## src/rtl/rtc_stat_pkg.sv

```systemverilog
package rtc_stat_pkg;

    localparam int STAT_W    = 8;
    localparam int BIT_RTCF  = 0;
    localparam int BIT_B75   = 1;
    localparam int BIT_B85   = 2;
    localparam int BIT_VDD   = 3;
    localparam int BIT_ALM   = 4;
    localparam int BIT_DST   = 5;
    localparam int BIT_OSC   = 6;
    localparam int BIT_BUSY  = 7;
    localparam int N_STICKY  = 2;

    // First member is the most significant bit.
    typedef struct packed {
        logic busy;
        logic osc_fail;
        logic dst_adj;
        logic alarm;
        logic vdd_low;
        logic bat85_low;
        logic bat75_low;
        logic rtc_fail;
    } stat_t;

    typedef struct packed {
        logic                rd;
        logic                wr;
        logic [STAT_W-1:0]   wdata;
    } acc_t;

    // Bit position owned by sticky flag slot i.
    function automatic int sticky_pos(input int i);
        return (i == 0) ? BIT_OSC : BIT_RTCF;
    endfunction

    // True when an access writes a 0 into bit pos.
    function automatic logic wr_zero(input acc_t a, input int pos);
        return a.wr && !a.wdata[pos];
    endfunction

endpackage

```

## src/rtl/rtc_alarm_flag.sv

```systemverilog
module rtc_alarm_flag
    import rtc_stat_pkg::*;
(
    input  logic clk,
    input  logic rst,
    input  acc_t acc,
    input  logic hit,
    input  logic autoclr,
    output logic flag
);
    logic wr_clr;
    logic rd_clr;

    always_comb begin
        wr_clr = wr_zero(acc, BIT_ALM);
        rd_clr = acc.rd && autoclr && flag;
    end

    // A new match wins over any clear in the same cycle.
    always_ff @(posedge clk) begin
        if (rst)
            flag <= 1'b0;
        else if (hit)
            flag <= 1'b1;
        else if (wr_clr || rd_clr)
            flag <= 1'b0;
    end

    p_alarm_sets_r3: assert property (@(posedge clk) disable iff (rst)
        hit |=> flag);
    p_no_sw_set_r4: assert property (@(posedge clk) disable iff (rst)
        (!flag && !hit) |=> !flag);
    p_autoclr_r5: assert property (@(posedge clk) disable iff (rst)
        (acc.rd && autoclr && flag && !hit) |=> !flag);
    p_hold_r3: assert property (@(posedge clk) disable iff (rst)
        (flag && !acc.rd && !acc.wr) |=> flag);

endmodule

```

## src/rtl/rtc_dst_flag.sv

```systemverilog
module rtc_dst_flag
    import rtc_stat_pkg::*;
(
    input  logic clk,
    input  logic rst,
    input  acc_t acc,
    input  logic enable,
    input  logic fwd,
    input  logic rev,
    output logic flag
);
    always_ff @(posedge clk) begin
        if (rst || !enable)
            flag <= 1'b0;
        else if (rev)
            flag <= 1'b0;
        else if (fwd)
            flag <= 1'b1;
        else if (acc.wr)
            flag <= acc.wdata[BIT_DST];
    end

    p_disabled_r8: assert property (@(posedge clk) disable iff (rst)
        !enable |=> !flag);
    p_fwd_r7: assert property (@(posedge clk) disable iff (rst)
        (enable && fwd && !rev) |=> flag);
    p_rev_r7: assert property (@(posedge clk) disable iff (rst)
        (enable && rev) |=> !flag);
    p_idle_hold_r9: assert property (@(posedge clk) disable iff (rst)
        (enable && !fwd && !rev && !acc.wr) |=> $stable(flag));

endmodule

```

## src/rtl/rtc_sticky_flag.sv

```systemverilog
module rtc_sticky_flag
    import rtc_stat_pkg::*;
#(
    parameter int POS = BIT_OSC
) (
    input  logic clk,
    input  logic rst,
    input  acc_t acc,
    input  logic fail_in,
    output logic flag
);
    logic clr;

    always_comb clr = wr_zero(acc, POS);

    always_ff @(posedge clk) begin
        if (rst)
            flag <= 1'b0;
        else if (fail_in)
            flag <= 1'b1;
        else if (clr)
            flag <= 1'b0;
    end

    p_sticky_set_r10: assert property (@(posedge clk) disable iff (rst)
        fail_in |=> flag);
    p_sticky_hold_r10: assert property (@(posedge clk) disable iff (rst)
        (flag && !acc.wr) |=> flag);

endmodule

```

## src/rtl/rtc_status_reg.sv

```systemverilog
module rtc_status_reg
    import rtc_stat_pkg::*;
#(
    parameter int                ADDR_W    = 8,
    parameter logic [ADDR_W-1:0] STAT_ADDR = 'h07
) (
    input  logic              clk,
    input  logic              rst,
    input  logic [ADDR_W-1:0] addr,
    input  logic              rd_en,
    input  logic              wr_en,
    input  logic [STAT_W-1:0] wr_data,
    output logic [STAT_W-1:0] rd_data,
    input  logic              alarm_hit,
    input  logic              dst_fwd,
    input  logic              dst_rev,
    input  logic              dst_en,
    input  logic              alarm_autoclr,
    input  logic              busy_in,
    input  logic              osc_fail_in,
    input  logic              vdd_low_in,
    input  logic              bat85_low_in,
    input  logic              bat75_low_in,
    input  logic              rtc_fail_in
);
    logic                sel;
    acc_t                acc;
    stat_t               stat;
    logic                alm_q;
    logic                dst_q;
    logic [N_STICKY-1:0] fail_in;
    logic [N_STICKY-1:0] sticky_q;

    always_comb begin
        sel       = (addr == STAT_ADDR);
        acc.rd    = rd_en && sel;
        acc.wr    = wr_en && sel;
        acc.wdata = wr_data;
        fail_in   = {rtc_fail_in, osc_fail_in};
    end

    rtc_alarm_flag u_alarm (
        .clk     (clk),
        .rst     (rst),
        .acc     (acc),
        .hit     (alarm_hit),
        .autoclr (alarm_autoclr),
        .flag    (alm_q)
    );

    rtc_dst_flag u_dst (
        .clk    (clk),
        .rst    (rst),
        .acc    (acc),
        .enable (dst_en),
        .fwd    (dst_fwd),
        .rev    (dst_rev),
        .flag   (dst_q)
    );

    for (genvar i = 0; i < N_STICKY; i++) begin : g_sticky
        rtc_sticky_flag #(.POS(sticky_pos(i))) u_flag (
            .clk     (clk),
            .rst     (rst),
            .acc     (acc),
            .fail_in (fail_in[i]),
            .flag    (sticky_q[i])
        );
    end

    always_comb begin
        stat.busy      = busy_in;
        stat.osc_fail  = sticky_q[0];
        stat.dst_adj   = dst_q;
        stat.alarm     = alm_q;
        stat.vdd_low   = vdd_low_in;
        stat.bat85_low = bat85_low_in;
        stat.bat75_low = bat75_low_in;
        stat.rtc_fail  = sticky_q[1];
    end

    always_ff @(posedge clk) begin
        if (rst)
            rd_data <= '0;
        else if (rd_en)
            rd_data <= sel ? stat : '0;
    end

    p_rd_other_r12: assert property (@(posedge clk) disable iff (rst)
        (rd_en && !sel) |=> (rd_data == '0));
    p_rd_hold_r2: assert property (@(posedge clk) disable iff (rst)
        !rd_en |=> $stable(rd_data));
    p_rd_alarm_r2: assert property (@(posedge clk) disable iff (rst)
        (acc.rd && alm_q) |=> rd_data[BIT_ALM]);

endmodule

```

## config.mk

```make
export PLATFORM = sky130hd
export DESIGN_NAME = rtc_status_reg
export DESIGN_NICKNAME = d
export VERILOG_FILES = /design/src/rtl/rtc_stat_pkg.sv /design/src/rtl/rtc_alarm_flag.sv /design/src/rtl/rtc_dst_flag.sv /design/src/rtl/rtc_sticky_flag.sv /design/src/rtl/rtc_status_reg.sv
export SDC_FILE = /design/constraint.sdc
export NUM_CORES = 1
export LEC_CHECK = 0
export BUFFER_PORTS_ARGS = -buffer_cell sky130_fd_sc_hd__buf_2
export CORE_MARGIN = 2
export CORE_UTILIZATION = 41
export DETAILED_ROUTE_END_ITERATION = 7
export PLACE_DENSITY_LB_ADDON = 0.08
export SYNTH_ARGS = -nofsm -noshare
export SYNTH_HDL_FRONTEND = slang
export SYNTH_SLANG_ARGS = --single-unit
```

## constraint.sdc

```tcl
create_clock -name clk -period 2.9 [get_ports clk]
set_clock_uncertainty 0.1 [all_clocks]
set_input_delay 0.58 -clock clk [delete_from_list [all_inputs] [get_ports clk]]
set_output_delay 0.58 -clock clk [all_outputs]
set_load 0.005 [all_outputs]
```

==> results.py, run 1 <==
metrics = {
    "run_status": {
        "status": "completed",
    },
    "setup_path": {
        "max_stage_delay_ns": 0.35,
        "worstSetupEndpoint": "u_dst.flag",
        "reg2reg_from": "u_dst.flag",
        "rr_worst_depth": 3,
        "cp_cell_sequence": "buf_2 > nor4b_4 > buf_4 > o2111ai_2 > a2111oi_2",
        "cp-start-kind": "primary input",
        "crit_required_ns": 2.97,
        "critPathLaunch": "addr[3]",
        "worst-setup-path-type": "primary input to register",
        "crit_path_end_kind": "register",
        "crit_arrival_ns": 1.64,
        "worst-r2r-setup-slack_ns": 1.84,
        "worstPathMaxFanout": 11,
        "rr_endpoint": "u_dst.flag",
        "cpMaxStageDelayCell": "a2111oi_2",
    },
    "yosys": {
        "synthTopCellsByArea": "dfxtp_1 (43%), nand2b_1 (10%), nand4_1 (9.0%)",
        "synth_cells": 59,
        "synth.distinct_cells": 19,
        "synth.yosys.warnings": 0,
        "synth_top_area_cell": "dfxtp_1",
        "ys_ff_latch": 12,
        "syn_nets": 90,
        "seq_area_frac_synth_pct": 43.05,
        "syn_area_um2": 558.0,
        "avgSynthCellArea_um2": 9.458,
        "synth_top_area_share_pct": 43.05,
    },
    "die": {
        "num_rows": 13,
        "die_h_um": 40.89,
        "dieArea_um2": 1672,
        "ioPinCount": 39,
        "start_util_pct": 43.43,
        "core_area_um2": 1285,
        "die_w_um": 40.89,
    },
    "timing": {
        "drv_slew": 0,
        "setup_viol": 0,
        "hold_violations": 0,
        "max_clock_freq_mhz": 637.5,
        "fin_crit_ns": 1.569,
        "fin_crit_sh_pct": 54.09,
        "rsz0062_at_grt": "false",
        "max_slew_margin_pct": 83.73,
        "tightest_slew_ns": 0.2440,
        "tns_ns": 0,
    },
    "clock_tree": {
        "cts.hold.buffers_added": 0,
        "cts_resized": 0,
        "cts_buffer_depth": 2,
        "clk_pin_slew_ns": 0.07,
        "cts-root-buf": "clkbuf_4",
        "numClockSinks": 12,
        "cts_tree": "done",
        "insertion_delay_ns": 0.26,
        "cts_setup_buffers": 0,
        "htree_levels": 1,
        "cts_buffers": 3,
    },
    "detailed_routing": {
        "vias": 553,
        "drt_iter0_drc": 3,
        "routedWlPerCell_um": 10.72,
        "drc_errors": 0,
        "wl_um": 1168,
        "antenna_left": 0,
        "via_per_inst": 5.073,
        "firstDrtPassIters": 3,
    },
    "layout": {
        "num-fill-cells": 119,
        "layout_commonest_cell": "buf_2",
        "drive_gt1_share_pct": 47.87,
        "nNetsFinal": 126,
        "final_cell_mix": "buf_2 (34), dfxtp_1 (12), nand2b_1 (9), a21oi_1 (9), nand4_1 (8)",
        "diodes": 0,
        "synthToLayoutAreaGrowth_pct": 37.00,
        "stdcell_count": 109,
    },
    "pwr": {
        "p_total_uw": 340.0,
        "power_density_nw_per_um2": 444.8,
        "ir_drop_mv": 0.2712,
        "p_leak_nw": 0.3399,
    },
    "placement": {
        "finalWeightedCongestion": 0.6322,
        "place_inst": 105,
        "place.port_buffers": 34,
    },
    "global_route": {
        "grt_use_total_pct": 16.76,
        "grt_pass1_wl_um": 1773,
        "grt.overflow.total": 0,
        "grt_max_degree": 18,
        "antenna_found_initial": 0,
        "grt_pass1_vias": 437,
    },
    "hold_path": {
        "whs_path_depth": 2,
        "hold_class": "register to register",
    },
    "flow_run": {
        "max_cap_violations": 0,
    },
}
flip-flops by register name (all words and copies together), names as in the netlist:
register              cells
u_alarm.flag              1
rd_data                   8
u_dst.flag                1
g_sticky.u_flag.flag      2
cells in the mapped netlist:
library cell and count:
a211oi_1 1, a31o_2 1, inv_1 1, a2111oi_2 1, o2111ai_2 1, nor2_1 4
nand4_1 8, a31oi_1 2, nand2b_1 9, and2_2 1, buf_4 1, buf_6 1
nor4b_4 1, a21oi_1 9, and4bb_2 1, clkbuf_1 2, o21bai_1 2, nand2_1 1
dfxtp_1 12
kinds of logic (layout without fill, tap and decap cells):
logic type	count (synthesis)	in the layout	synth area share [%]
AO/OA/AOI/OAI	17	17	21.30
buffers and inverters	5	40	5.381
flip-flops	12	12	43.05
AND/OR/NAND/NOR	25	25	30.27
metrics by stage:
stage	hold slack (ns)	utilization (%)	setup slack, ns	instance area (um2)
3_3_place_gp	0.3508	56.67	1.069	728.2
2_1_floorplan	0.3616	-	1.228	558.0
4_1_cts	0.3552	59.49	1.341	764.5
6_report	0.3631	59.49	1.331	764.5
5_1_grt	0.3569	59.49	1.236	764.5
3_5_place_dp	0.3560	56.67	1.051	728.2
layout make-up:
| class | count | area (um2) | share of cell area, % |
|---|---|---|---|
| multi-input cells | 42 | 287.8 | 37.64 |
| well taps | 15 | 18.77 | 2.455 |
| inverters | 1 | 3.754 | 0.4910 |
| flip-flops and latches | 12 | 240.2 | 31.42 |
| repair buffers | 35 | 177.7 | 23.24 |
| clock buffers | 4 | 36.28 | 4.746 |
worst max-delay path: cells and delay by family:
kind / cells / cell delay, ns
AOI/OAI and AO/OA: 2 / 0.48
buffers and inverters: 2 / 0.32
and+or+nand+nor: 1 / 0.25
report_power, final:
part	switching, mW	total [mW]	internal [mW]	leakage, nW
Clock	0.0550	0.131	0.0762	0.0210
Combinational	0.0178	0.0388	0.0210	0.221
Sequential	0.00199	0.170	0.168	0.0977
Total	0.0747	0.340	0.265	0.340
metal layers:
| metal | GRT usage [%] | wire length, um | share of wire (%) | vias to the layer above |
|---|---|---|---|---|
| met5 | 0 | 0 | 0 | - |
| met4 | 12.50 | 13 | 1.1 | 0 |
| met3 | 4.891 | 87 | 7.4 | 2 |
| met2 | 26.56 | 539 | 46 | 21 |
| met1 | 18.69 | 527 | 45 | 239 |
| li1 | - | - | - | 291 |
worst min path at each step:
stage,startpoint,endpoint,slack (ns)
2_1_floorplan,rd_data[0],rd_data[0],0.36
3_3_place_gp,rd_data[2],rd_data[2],0.35
3_5_place_dp,rd_data[2],rd_data[2],0.36
4_1_cts,dst_rev,u_dst.flag,0.36
5_1_grt,dst_rev,u_dst.flag,0.36
6_report,rd_data[2],rd_data[2],0.36
Note: power is estimated with default switching activity, not from simulation.
==> inputs of run 2 (changes only) <==
--- a/config.mk
+++ b/config.mk
@@ -7,7 +7,7 @@
 export LEC_CHECK = 0
 export BUFFER_PORTS_ARGS = -buffer_cell sky130_fd_sc_hd__buf_2
 export CORE_MARGIN = 2
-export CORE_UTILIZATION = 41
+export CORE_UTILIZATION = 35
 export DETAILED_ROUTE_END_ITERATION = 7
 export PLACE_DENSITY_LB_ADDON = 0.08
 export SYNTH_ARGS = -nofsm -noshare
==> constraint.sdc (replaced) <==
create_clock -name clk -period 1.4 [get_ports clk]
set_clock_uncertainty 0.1 [all_clocks]
set_input_delay 0.28 -clock clk [delete_from_list [all_inputs] [get_ports clk]]
set_output_delay 0.28 -clock clk [all_outputs]
set_load 0.005 [all_outputs]
==> results.py, run 2 (synthesis results as in run 1) <==
metrics = {
    "run_status": {
        "status": "completed",
    },
    "die": {
        "ioPinCount": 39,
        "die_h_um": 43.93,
        "num_rows": 14,
        "core_area_um2": 1506,
        "dieArea_um2": 1930,
        "die_w_um": 43.93,
        "start_util_pct": 37.04,
    },
    "detailed_routing": {
        "antenna_left": 0,
        "drt_iter0_drc": 2,
        "drc_errors": 0,
        "wl_um": 1127,
        "firstDrtPassIters": 2,
        "routedWlPerCell_um": 10.15,
        "vias": 561,
        "via_per_inst": 5.054,
    },
    "setup_path": {
        "worst-setup-path-type": "primary input to register",
        "path_delay_family": "buffers and inverters",
        "crit_arrival_ns": 1.24,
        "cp_cell_sequence": "buf_2 > nor4b_4 > buf_4 > buf_12 > nand4_1 > a21oi_1",
        "cpMaxStageDelayCell": "nor4b_4",
        "worst-r2r-setup-slack_ns": 0.34,
        "crit_required_ns": 1.49,
        "worstPathMaxFanout": 6,
        "crit_path_end_kind": "register",
        "critPathBufInv": 3,
        "max_stage_delay_ns": 0.30,
        "cp-start-kind": "primary input",
    },
    "layout": {
        "design_area_um2": 779.5,
        "diodes": 0,
        "largest-register": "rd_data",
        "regArea_um2": 240.2,
        "stdcell_count": 111,
        "layout_commonest_cell": "buf_2",
        "nNetsFinal": 128,
        "num-fill-cells": 147,
        "multi_input_area_um2": 287.8,
        "top_regs": "rd_data x8, g_sticky.u_flag.flag x2",
        "largest_reg_flops": 8,
        "drive_gt1_share_pct": 48.42,
        "final_cell_mix": "buf_2 (34), dfxtp_1 (12), nand2b_1 (9), a21oi_1 (9), nand4_1 (8)",
        "synthToLayoutAreaGrowth_pct": 39.69,
        "fin_util_pct": 51.74,
    },
    "clock_tree": {
        "cts_tree": "done",
        "cts-root-buf": "clkbuf_4",
        "htree_levels": 1,
        "insertion_delay_ns": 0.26,
        "cts_setup_buffers": 0,
        "clk_pin_slew_ns": 0.07,
        "cts_buffer_depth": 2,
        "cts.hold.buffers_added": 0,
        "cts_buffers": 3,
        "numClockSinks": 12,
        "cts_resized": 0,
    },
    "global_route": {
        "grt_pass1_wl_um": 1773,
        "grt_use_total_pct": 12.63,
        "grt.overflow.total": 0,
        "grt_max_degree": 18,
        "grt_pass1_vias": 447,
        "antenna_found_initial": 0,
    },
    "timing": {
        "tightest_slew_ns": 0.2379,
        "tns_ns": 0,
        "fin_crit_sh_pct": 81.66,
        "max_slew_margin_pct": 84.11,
        "setup_viol": 0,
        "worst_slack_ns": 0.2568,
        "hold_violations": 0,
        "hold_slack_ns": 0.07524,
        "rsz0062_at_grt": "false",
        "drv_slew": 0,
        "fin_crit_ns": 1.143,
        "max_clock_freq_mhz": 874.8,
    },
    "placement": {
        "place.port_buffers": 34,
        "preCtsSetupSlack_ns": -0.02832,
        "dpl-instance-area_um2": 757.0,
        "place_inst": 108,
        "dp_hpwl_um": 877.1,
        "finalWeightedCongestion": 0.6715,
    },
    "flow_run": {
        "max_cap_violations": 0,
    },
    "pwr": {
        "p_leak_nw": 0.3464,
        "power_density_nw_per_um2": 815.0,
        "ir_drop_mv": 0.4874,
        "p_total_uw": 635.3,
    },
    "hold_path": {
        "hold_class": "primary input to register",
    },
}
## run 2: cell count changes in the layout (fill, tap and decap cells not counted), sizes merged
cell	change
buf	+2
clkbuf	-1
## run 2: routing by layer
metal	track usage, %	up-vias	part of all wire, %	wire [um]
met5	0	-	0	0
met4	9.091	0	1.2	13
met3	4.167	2	7.9	89
met2	19.12	20	48	546
met1	14.80	244	42	477
li1	-	295	-	-
## run 2: layout make-up
type,count,area share (%)
Sequential cell,12,30.82
Clock buffer,3,2.889
Timing Repair Buffer,37,26.32
Inverter,1,0.4815
Tap cell,16,2.568
Multi-Input combinational cell,42,36.92
## run 2: path summary, 6_finish.rpt
kind	endpoint	startpoint	depth (start not counted)
min	u_dst.flag	dst_rev	2
max reg2reg	u_dst.flag	u_dst.flag	3
max	rd_data[5]	addr[3]	6
min reg2reg	rd_data[0]	rd_data[0]	2
## run 2: worst register-to-register path, stage by stage, from the launching register on
cell	delay, ns
dfxtp_1	0.33
nor2_1	0.05
a31o_2	0.21
a2111oi_2	0.27
## run 2: power breakdown
group          internal, mW  total [mW]  switching, mW
logic                0.0470      0.0838         0.0367
registers             0.348       0.352        0.00362
clock network        0.0991       0.200          0.101
==> inputs of run 3 (changes only) <==
--- a/config.mk
+++ b/config.mk
@@ -7,7 +7,7 @@
 export LEC_CHECK = 0
 export BUFFER_PORTS_ARGS = -buffer_cell sky130_fd_sc_hd__buf_2
 export CORE_MARGIN = 2
-export CORE_UTILIZATION = 35
+export CORE_UTILIZATION = 38
 export DETAILED_ROUTE_END_ITERATION = 7
 export PLACE_DENSITY_LB_ADDON = 0.08
 export SYNTH_ARGS = -nofsm -noshare
==> constraint.sdc (replaced) <==
create_clock -name clk -period 1.1 [get_ports clk]
set_clock_uncertainty 0.1 [all_clocks]
set_input_delay 0.22 -clock clk [delete_from_list [all_inputs] [get_ports clk]]
set_output_delay 0.22 -clock clk [all_outputs]
set_load 0.005 [all_outputs]
==> results.py, run 3 (synthesis results as in run 1) <==
metrics = {
    "detailed_routing": {
        "firstDrtPassIters": 2,
        "wl_um": 1378,
        "vias": 602,
        "routedWlPerCell_um": 11.88,
        "via_per_inst": 5.190,
        "drc_errors": 0,
        "drt_iter0_drc": 7,
        "antenna_left": 0,
    },
    "setup_path": {
        "worst-r2r-setup-slack_ns": -0.04,
        "path_delay_family": "compound AO/OA/AOI/OAI gates",
        "crit_path_end_kind": "register",
        "crit_required_ns": 1.18,
        "rr_worst_depth": 3,
        "worstPathMaxFanout": 2,
        "critPathBufInv": 0,
        "cpMaxStageDelayCell": "dfxtp_2",
        "worst-setup-path-type": "register to register",
        "rr_endpoint": "u_dst.flag",
        "reg2reg_from": "u_dst.flag",
        "cp-start-kind": "register",
        "max_stage_delay_ns": 0.35,
        "crit_arrival_ns": 1.23,
        "cp_cell_sequence": "nor2_2 > a31o_2 > a2111oi_4",
    },
    "clock_tree": {
        "numClockSinks": 12,
        "cts_tree": "done",
        "htree_levels": 1,
        "cts.hold.buffers_added": 0,
        "cts-root-buf": "clkbuf_4",
        "cts_buffer_depth": 2,
        "clk_pin_slew_ns": 0.08,
        "insertion_delay_ns": 0.28,
        "cts_buffers": 3,
    },
    "hold_path": {
        "min-delay-start": "dst_rev",
        "hold_class": "primary input to register",
        "hold_end": "u_dst.flag",
        "whs_path_depth": 2,
    },
    "global_route": {
        "grt_pass1_wl_um": 2456,
        "grt_max_degree": 18,
        "grt_pass1_vias": 606,
        "antenna_found_initial": 0,
        "grt_use_total_pct": 17.89,
        "grt.overflow.total": 0,
    },
    "timing": {
        "fin_crit_ns": 1.144,
        "worst_slack_ns": -0.04354,
        "tightest_slew_ns": 0.3057,
        "drv_slew": 0,
        "tns_ns": -0.04354,
        "max_clock_freq_mhz": 874.5,
        "hold_violations": 0,
        "max_slew_margin_pct": 79.54,
        "setup_viol": 1,
        "fin_crit_sh_pct": 104.0,
        "rsz0062_at_grt": "true",
    },
    "placement": {
        "finalWeightedCongestion": 0.6631,
        "dp_hpwl_um": 977.6,
        "dpl-instance-area_um2": 765.7,
        "place.port_buffers": 34,
    },
    "flow_run": {
        "max_cap_violations": 0,
    },
    "die": {
        "die_h_um": 42.32,
        "start_util_pct": 41.84,
        "num_rows": 13,
        "dieArea_um2": 1791,
        "core_area_um2": 1334,
        "die_w_um": 42.32,
        "ioPinCount": 39,
    },
    "run_status": {
        "status": "complete, but fails checks",
        "violations": "setup timing",
    },
    "layout": {
        "diodes": 0,
        "largest-register": "rd_data",
        "drive_gt1_share_pct": 54.46,
        "layout_commonest_cell": "buf_2",
        "final_cell_mix": "buf_2 (32), dfxtp_1 (11), nand2b_1 (9), a21oi_1 (9), nand4_1 (8)",
        "largest_reg_flops": 8,
        "nNetsFinal": 133,
        "design_area_um2": 865.8,
        "synthToLayoutAreaGrowth_pct": 55.16,
        "top_regs": "rd_data x8, g_sticky.u_flag.flag x2",
    },
    "pwr": {
        "p_leak_nw": 0.3836,
        "ir_drop_mv": 0.7196,
        "power_density_nw_per_um2": 1093,
    },
}
[run 3: cell count changes in the layout (fill, tap and decap cells not counted), sizes merged]
| cell | change |
|---|---|
| buf | +5 |
| clkbuf | +1 |
[run 3: layout make-up]
cell class,count,area [um2]
Inverter,1,3.754
Sequential cell,12,241.5
Fill cell,121,467.9
Clock buffer,4,36.28
Multi-Input combinational cell,42,319.1
Timing Repair Buffer,42,246.5
Tap cell,15,18.77
[run 3: repair_timing]
item | 4_1_cts | 5_1_grt
setup buffers | 3 | 0
resized for setup | 4 | 4
endpoints found under the setup margin | 1 | 12
pin swaps | 3 | 14
cloned | 0 | 0
[run 3: where the power goes]
part	leakage, nW	switching, mW	internal [mW]	total [mW]
clock network	0.0210	0.164	0.202	0.366
registers	0.0982	0.00509	0.443	0.448
logic	0.264	0.0579	0.0746	0.132
[run 3: worst max-delay path by stage]
stage                     from    endpoint  slack, ns  cells after the start
floorplan              addr[4]  u_dst.flag      -0.14                      4
detailed placement     addr[4]  u_dst.flag      -0.31                      4
finish              u_dst.flag  u_dst.flag      -0.04                      3
CTS                    addr[3]  u_dst.flag      -0.03                      4
global placement       addr[4]  u_dst.flag      -0.26                      4
global route        u_dst.flag  u_dst.flag      -0.09                      3
[run 3: metal layers]
metal	vias to the layer above	GRT usage [%]	wire [um]
li1	302	-	-
met1	276	18.59	540
met2	19	32.31	706
met3	5	3.448	89
met4	0	11.25	42
met5	-	0	0
[run 3: metrics by stage]
stage	utilization, %	setup WS (ns)	instances	power [mW]	hold slack, ns
finish	64.92	-0.04354	116	0.9466	0.005435
global route	64.92	-0.08932	116	0.9815	0.005375
CTS	63.79	-0.03221	117	0.9427	0.001600
detailed placement	57.41	-0.3115	110	0.5713	0.2951
global placement	57.41	-0.2610	110	0.5688	0.2938
floorplan	-	-0.1372	59	0.5025	0.1889
